File: src/rtl/smb_stat_pkg.sv
package smb_stat_pkg;
  localparam int STS_W  = 8;
  localparam int B_BUSY = 0;
  localparam int B_DONE = 1;
  localparam int B_DEV  = 2;
  localparam int B_BUS  = 3;
  localparam int B_FAIL = 4;
  localparam int B_ALRT = 5;
  localparam int B_SEM  = 6;
  localparam int B_BYTE = 7;
endpackage

File: src/rtl/smb_sts_flag.sv
// sticky flag: set has priority over write-one clear
module smb_sts_flag (
  input  logic clk_i,
  input  logic rst_ni,
  input  logic set_i,
  input  logic clr_i,
  output logic q_o
);
  always_ff @(posedge clk_i or negedge rst_ni) begin
    if (!rst_ni)    q_o <= 1'b0;
    else if (set_i) q_o <= 1'b1;
    else if (clr_i) q_o <= 1'b0;
  end


  set_wins_chk: assert property (@(posedge clk_i) disable iff (!rst_ni)
    set_i |=> q_o);

  clr_only_chk: assert property (@(posedge clk_i) disable iff (!rst_ni)
    (clr_i && !set_i) |=> !q_o);

  hold_chk: assert property (@(posedge clk_i) disable iff (!rst_ni)
    (!clr_i && !set_i) |=> $stable(q_o));
endmodule

File: src/rtl/smb_irq_merge.sv
module smb_irq_merge #(
  parameter int GATED_W = 4
) (
  input  logic [GATED_W-1:0] gated_i,
  input  logic               ungated_i,
  input  logic               en_i,
  output logic               irq_o
);
  always_comb irq_o = ungated_i | (en_i & (|gated_i));
endmodule

File: src/rtl/smb_host_status.sv
module smb_host_status
  import smb_stat_pkg::*;
#(
  parameter int DEV_SRC_N = 3
) (
  input  logic                 clk_i,
  input  logic                 rst_ni,
  input  logic                 rsm_rst_ni,
  input  logic                 reg_rd_i,
  input  logic                 reg_wr_i,
  input  logic [STS_W-1:0]     reg_wdata_i,
  output logic [STS_W-1:0]     reg_rdata_o,
  input  logic                 intr_en_i,
  input  logic                 byte_done_i,
  input  logic                 heartbeat_i,
  input  logic                 cmd_done_i,
  input  logic                 kill_i,
  input  logic                 collision_i,
  input  logic [DEV_SRC_N-1:0] dev_err_i,
  input  logic                 alert_i,
  input  logic                 alert_gpio_i,
  input  logic                 busy_i,
  output logic                 irq_o
);
  localparam int GATED_W = B_ALRT - B_DONE;

  logic [STS_W-1:1] set_v;
  logic [STS_W-1:1] clr_v;
  logic [STS_W-1:1] sts_q;
  logic             unused_wd0;

  assign unused_wd0 = reg_wdata_i[B_BUSY];

  always_comb begin
    set_v         = '0;
    set_v[B_DONE] = cmd_done_i;
    set_v[B_DEV]  = |dev_err_i;
    set_v[B_BUS]  = collision_i;
    set_v[B_FAIL] = kill_i;
    set_v[B_ALRT] = alert_i & ~alert_gpio_i;
    set_v[B_SEM]  = reg_rd_i;              // semaphore claimed by a read strobe
    set_v[B_BYTE] = byte_done_i & ~heartbeat_i;
  end

  assign clr_v = {(STS_W-1){reg_wr_i}} & reg_wdata_i[STS_W-1:1];

  for (genvar i = 1; i < STS_W; i++) begin : g_flag
    logic flag_rst_n;
    if (i == B_ALRT) begin : g_rsm
      assign flag_rst_n = rsm_rst_ni;      // survives main reset
    end else begin : g_main
      assign flag_rst_n = rst_ni;
    end
    smb_sts_flag u_flag (
      .clk_i  (clk_i),
      .rst_ni (flag_rst_n),
      .set_i  (set_v[i]),
      .clr_i  (clr_v[i]),
      .q_o    (sts_q[i])
    );
  end

  assign reg_rdata_o = {sts_q, busy_i};

  smb_irq_merge #(.GATED_W(GATED_W)) u_irq (
    .gated_i   (sts_q[B_FAIL:B_DONE]),
    .ungated_i (sts_q[B_ALRT]),
    .en_i      (intr_en_i),
    .irq_o     (irq_o)
  );


  done_latch_chk: assert property (@(posedge clk_i) disable iff (!rst_ni)
    cmd_done_i |=> reg_rdata_o[B_DONE]);

  gpio_alert_chk: assert property (@(posedge clk_i) disable iff (!rsm_rst_ni)
    (alert_gpio_i && !reg_rdata_o[B_ALRT] && !(reg_wr_i && !reg_wdata_i[B_ALRT] && 1'b0))
      |=> !reg_rdata_o[B_ALRT]);

  sem_claim_chk: assert property (@(posedge clk_i) disable iff (!rst_ni)
    reg_rd_i |=> reg_rdata_o[B_SEM]);

  heartbeat_chk: assert property (@(posedge clk_i) disable iff (!rst_ni)
    (byte_done_i && heartbeat_i && !reg_rdata_o[B_BYTE]) |=> !reg_rdata_o[B_BYTE]);

  irq_off_chk: assert property (@(posedge clk_i) disable iff (!rst_ni || !rsm_rst_ni)
    (!irq_o && !(|set_v[B_ALRT:B_DONE])) |=> !irq_o || (intr_en_i && !$past(intr_en_i)));
endmodule

File: config.mk
export PLATFORM = sky130hd
export DESIGN_NAME = smb_host_status
export DESIGN_NICKNAME = d
export VERILOG_FILES = /design/src/rtl/smb_stat_pkg.sv /design/src/rtl/smb_sts_flag.sv /design/src/rtl/smb_irq_merge.sv /design/src/rtl/smb_host_status.sv
export SDC_FILE = /design/constraint.sdc
export NUM_CORES = 1
export LEC_CHECK = 0
export BUFFER_PORTS_ARGS = -buffer_cell sky130_fd_sc_hd__buf_4
export CORE_AREA = 8 8 45 47
export DETAILED_ROUTE_END_ITERATION = 10
export DIE_AREA = 0 0 53 55
export PLACE_DENSITY_LB_ADDON = 0.3
export SYNTH_ARGS = -nofsm -noshare
export SYNTH_HDL_FRONTEND = slang
export SYNTH_SLANG_ARGS = --single-unit
File: constraint.sdc
create_clock -name clk_i -period 0.8 [get_ports clk_i]
set_input_delay 0.08 -clock clk_i [delete_from_list [all_inputs] [get_ports clk_i]]
set_output_delay 0.08 -clock clk_i [all_outputs]
set_load 0.05 [all_outputs]
==> results.yml <==
pwr:
  clkPwrFrac_pct: 27.9
  power_frac_seq_pct: 35.4
  power_density_nw_per_um2: 1520
  vdd_ir_drop_max_v: 0.000640
  intPower_mw: 0.802
  power_mw: 1.13
  p_switching_mw: 0.326
  combPwrFrac_pct: 36.8
  p_sw_share_pct: 28.9
  leakagePower_nw: 0.376
synth:
  avgSynthCellArea_um2: 10.4
  synth.top_cell.area_share_pct: 51.1
  synthDistinctLibCells: 9
  yosysSeqAreaShare_pct: 51.1
  synthesis.area_um2: 343
  synth_warnings: 0
  synth_seq_cells: 7
  syn_nets: 58
  postSynthCellCount: 33
  synth_top_area_cell: "dfrtp_1"
  synth.area.top_cells: "dfrtp_1 51%, buf_4 18%, a21o_1 8.8%"
route:
  wl_met1_um: 348
  vias_per_cell: 4.26
  wirelength_um: 1050
  wl_met3_um: 133
  drt-pass1-iter-count: 2
  drc_errors: 0
  highest_layer: "met4"
  antenna_left: 0
  wl_met2_um: 551
  vias: 375
  drtIter0Drc: 2
  wl_per_cell_um: 11.9
clock_network:
  cts_root_buf: "clkbuf_4"
  cts_tree: "done"
  cts_max_level: 1
  cts.sinks: 7
  path_clk_slew_ns: 0.05
  numCtsBuffers: 3
  clock_path_buffers: 2
  clk_latency_ns: 0.25
setup_path:
  crit_fanout: 2
  worstRegToRegCells: 2
  reg2reg_to: "g_flag[2].u_flag.q_o$_DFFE_PN0P_"
  r2r_slack_ns: -0.19
  arrival_ns: 1.24
  criticalPathCategory: "flip-flop to primary output"
  cp.required_ns: 0.72
  worst_setup_path_start_kind: "flip-flop"
  cp-end-kind: "primary output"
  r2r-start: "g_flag[2].u_flag.q_o$_DFFE_PN0P_"
timing:
  fmax_ghz: 0.759
  setup_viol: 12
  fin_crit_ns: 1.32
  rsz0062_at_grt: "yes"
  tightestPinTransition_ns: 0.269
  hold_viol_final: 0
  period_share_pct: 165
  fin_ws_ns: -0.517
  final_max_slew_viol_count: 0
  skew_ns: 0
  slew_headroom_pct: 81.8
hold_path:
  holdPathEnd: "g_flag[6].u_flag.q_o$_DFFE_PN0P_"
  hold_start: "reg_rd_i"
  min_path_type: "primary input to flip-flop"
  hold_depth: 2
global_route:
  antenna_found_initial: 0
  grt_pass1_wl_um: 1640
  grt_max_degree: 7
  grt-ovfl-total: 0
  grt_pass1_vias: 403
  grt_use_total_pct: 8.09
cells_and_area:
  syn_to_final_growth_pct: 116
  fill_cells: 137
  final_nets: 98
  largest_register: "g_flag.u_flag.q_o"
  final_cells: 88
  largest_register_ffs: 7
  diodes: 0
  reg_top3: "g_flag.u_flag.q_o: 7 flops"
  layout-drive-gt1-share_pct: 63.9
outcome:
  status: "finished, violations left"
  violations: "negative setup slack"
die:
  die_w_um: 53
  start_util_pct: 24.8
  rows: 14
  core_um2: 1380
  top_level_ports: 34
  dieArea_um2: 2920
  die_y_um: 55
placement:
  place.gp.congestion: 0.704
  port_buffers: 30
  placed_cells: 77
  hpwl_um: 839
job:
  max_cap_viol_count: 0
[metrics by stage]
step                hold slack [ns]  TNS [ns]  cell area [um^2]  worst slack [ns]  util [%]
global route               0.000837     -2.69               742            -0.597      53.6
CTS                         0.00604     -2.19               719            -0.547      52.0
floorplan                    -0.216    -0.300               353            -0.249         -
finish                       0.0106     -2.19               742            -0.517      53.6
global placement             -0.144    -0.366               583            -0.291      42.1
detailed placement           -0.142    -0.367               583            -0.282      42.1
[kinds of logic (layout without fill, tap and decap cells)]
logic type	Yosys count	after routing	synth area share, %
flip-flops	7	7	51.1
AO/OA/AOI/OAI	8	8	19.7
AND/OR/NAND/NOR	8	8	9.49
buffers and inverters	10	49	19.7
[layout make-up]
cell class | instances | area [um^2] | area share, %
Clock buffer | 4 | 26.3 | 3.54
Sequential cell | 7 | 175 | 23.6
Inverter | 2 | 7.51 | 1.01
Tap cell | 16 | 20.0 | 2.70
Timing Repair Buffer | 43 | 403 | 54.3
Multi-Input combinational cell | 16 | 110 | 14.8
[worst max-delay path: stages, from the launching register on]
cell,delay [ns]
dfrtp_1,0.38
o41ai_2,0.36
nand2b_2,0.09
buf_6,0.15
[per-layer routing]
metal  GRT usage, %  up-vias
met5              0        -
met4           6.47        0
met3           5.35        2
met2           12.5       20
met1           7.43      172
li1               -      181
[cell usage in the layout (no fill, tap or decap), drive strengths merged]
| cell | n |
|---|---|
| buf | 41 |
| a22o | 2 |
| nand2b | 1 |
| dlygate4sd3 | 2 |
| a21o | 4 |
| clkbuf | 4 |
| o41ai | 1 |
| a2111o | 1 |
| dfrtp | 7 |
| nand2 | 7 |
| inv | 2 |
[synthesized netlist by cell type (all sizes together)]
cell    number
a2111o       1
a21o         4
a22o         2
buf          8
dfrtp        7
inv          2
nand2        7
nand2b       1
o41ai        1
[worst max-delay path by stage]
stage / slack, ns / startpoint / cells past startpoint / to
5_1_grt: -0.60 / g_flag[3].u_flag.q_o$_DFFE_PN0P_ / 3 / irq_o
3_5_place_dp: -0.28 / g_flag[3].u_flag.q_o$_DFFE_PN0P_ / 3 / irq_o
2_1_floorplan: -0.25 / g_flag[3].u_flag.q_o$_DFFE_PN0P_ / 2 / irq_o
3_3_place_gp: -0.29 / g_flag[3].u_flag.q_o$_DFFE_PN0P_ / 3 / irq_o
6_report: -0.52 / g_flag[3].u_flag.q_o$_DFFE_PN0P_ / 3 / irq_o
4_1_cts: -0.55 / g_flag[2].u_flag.q_o$_DFFE_PN0P_ / 3 / irq_o
[power groups by stage]
stage          Clock, mW  Sequential (mW)  Combinational, mW
2_1_floorplan          0            0.402              0.201
3_3_place_gp           0            0.401              0.326
3_5_place_dp           0            0.401              0.328
4_1_cts            0.326            0.400              0.398
5_1_grt            0.354            0.401              0.441
6_report           0.314            0.399              0.415
[timing repair]
item	CTS	global route
setup endpoints to repair	9	12
pin swaps	1	1
hold buffers	2	0
resized for setup	18	3
buffers inserted	3	3
hold endpoints to repair	7	0
No activity file was read; power rests on OpenSTA's default activity.
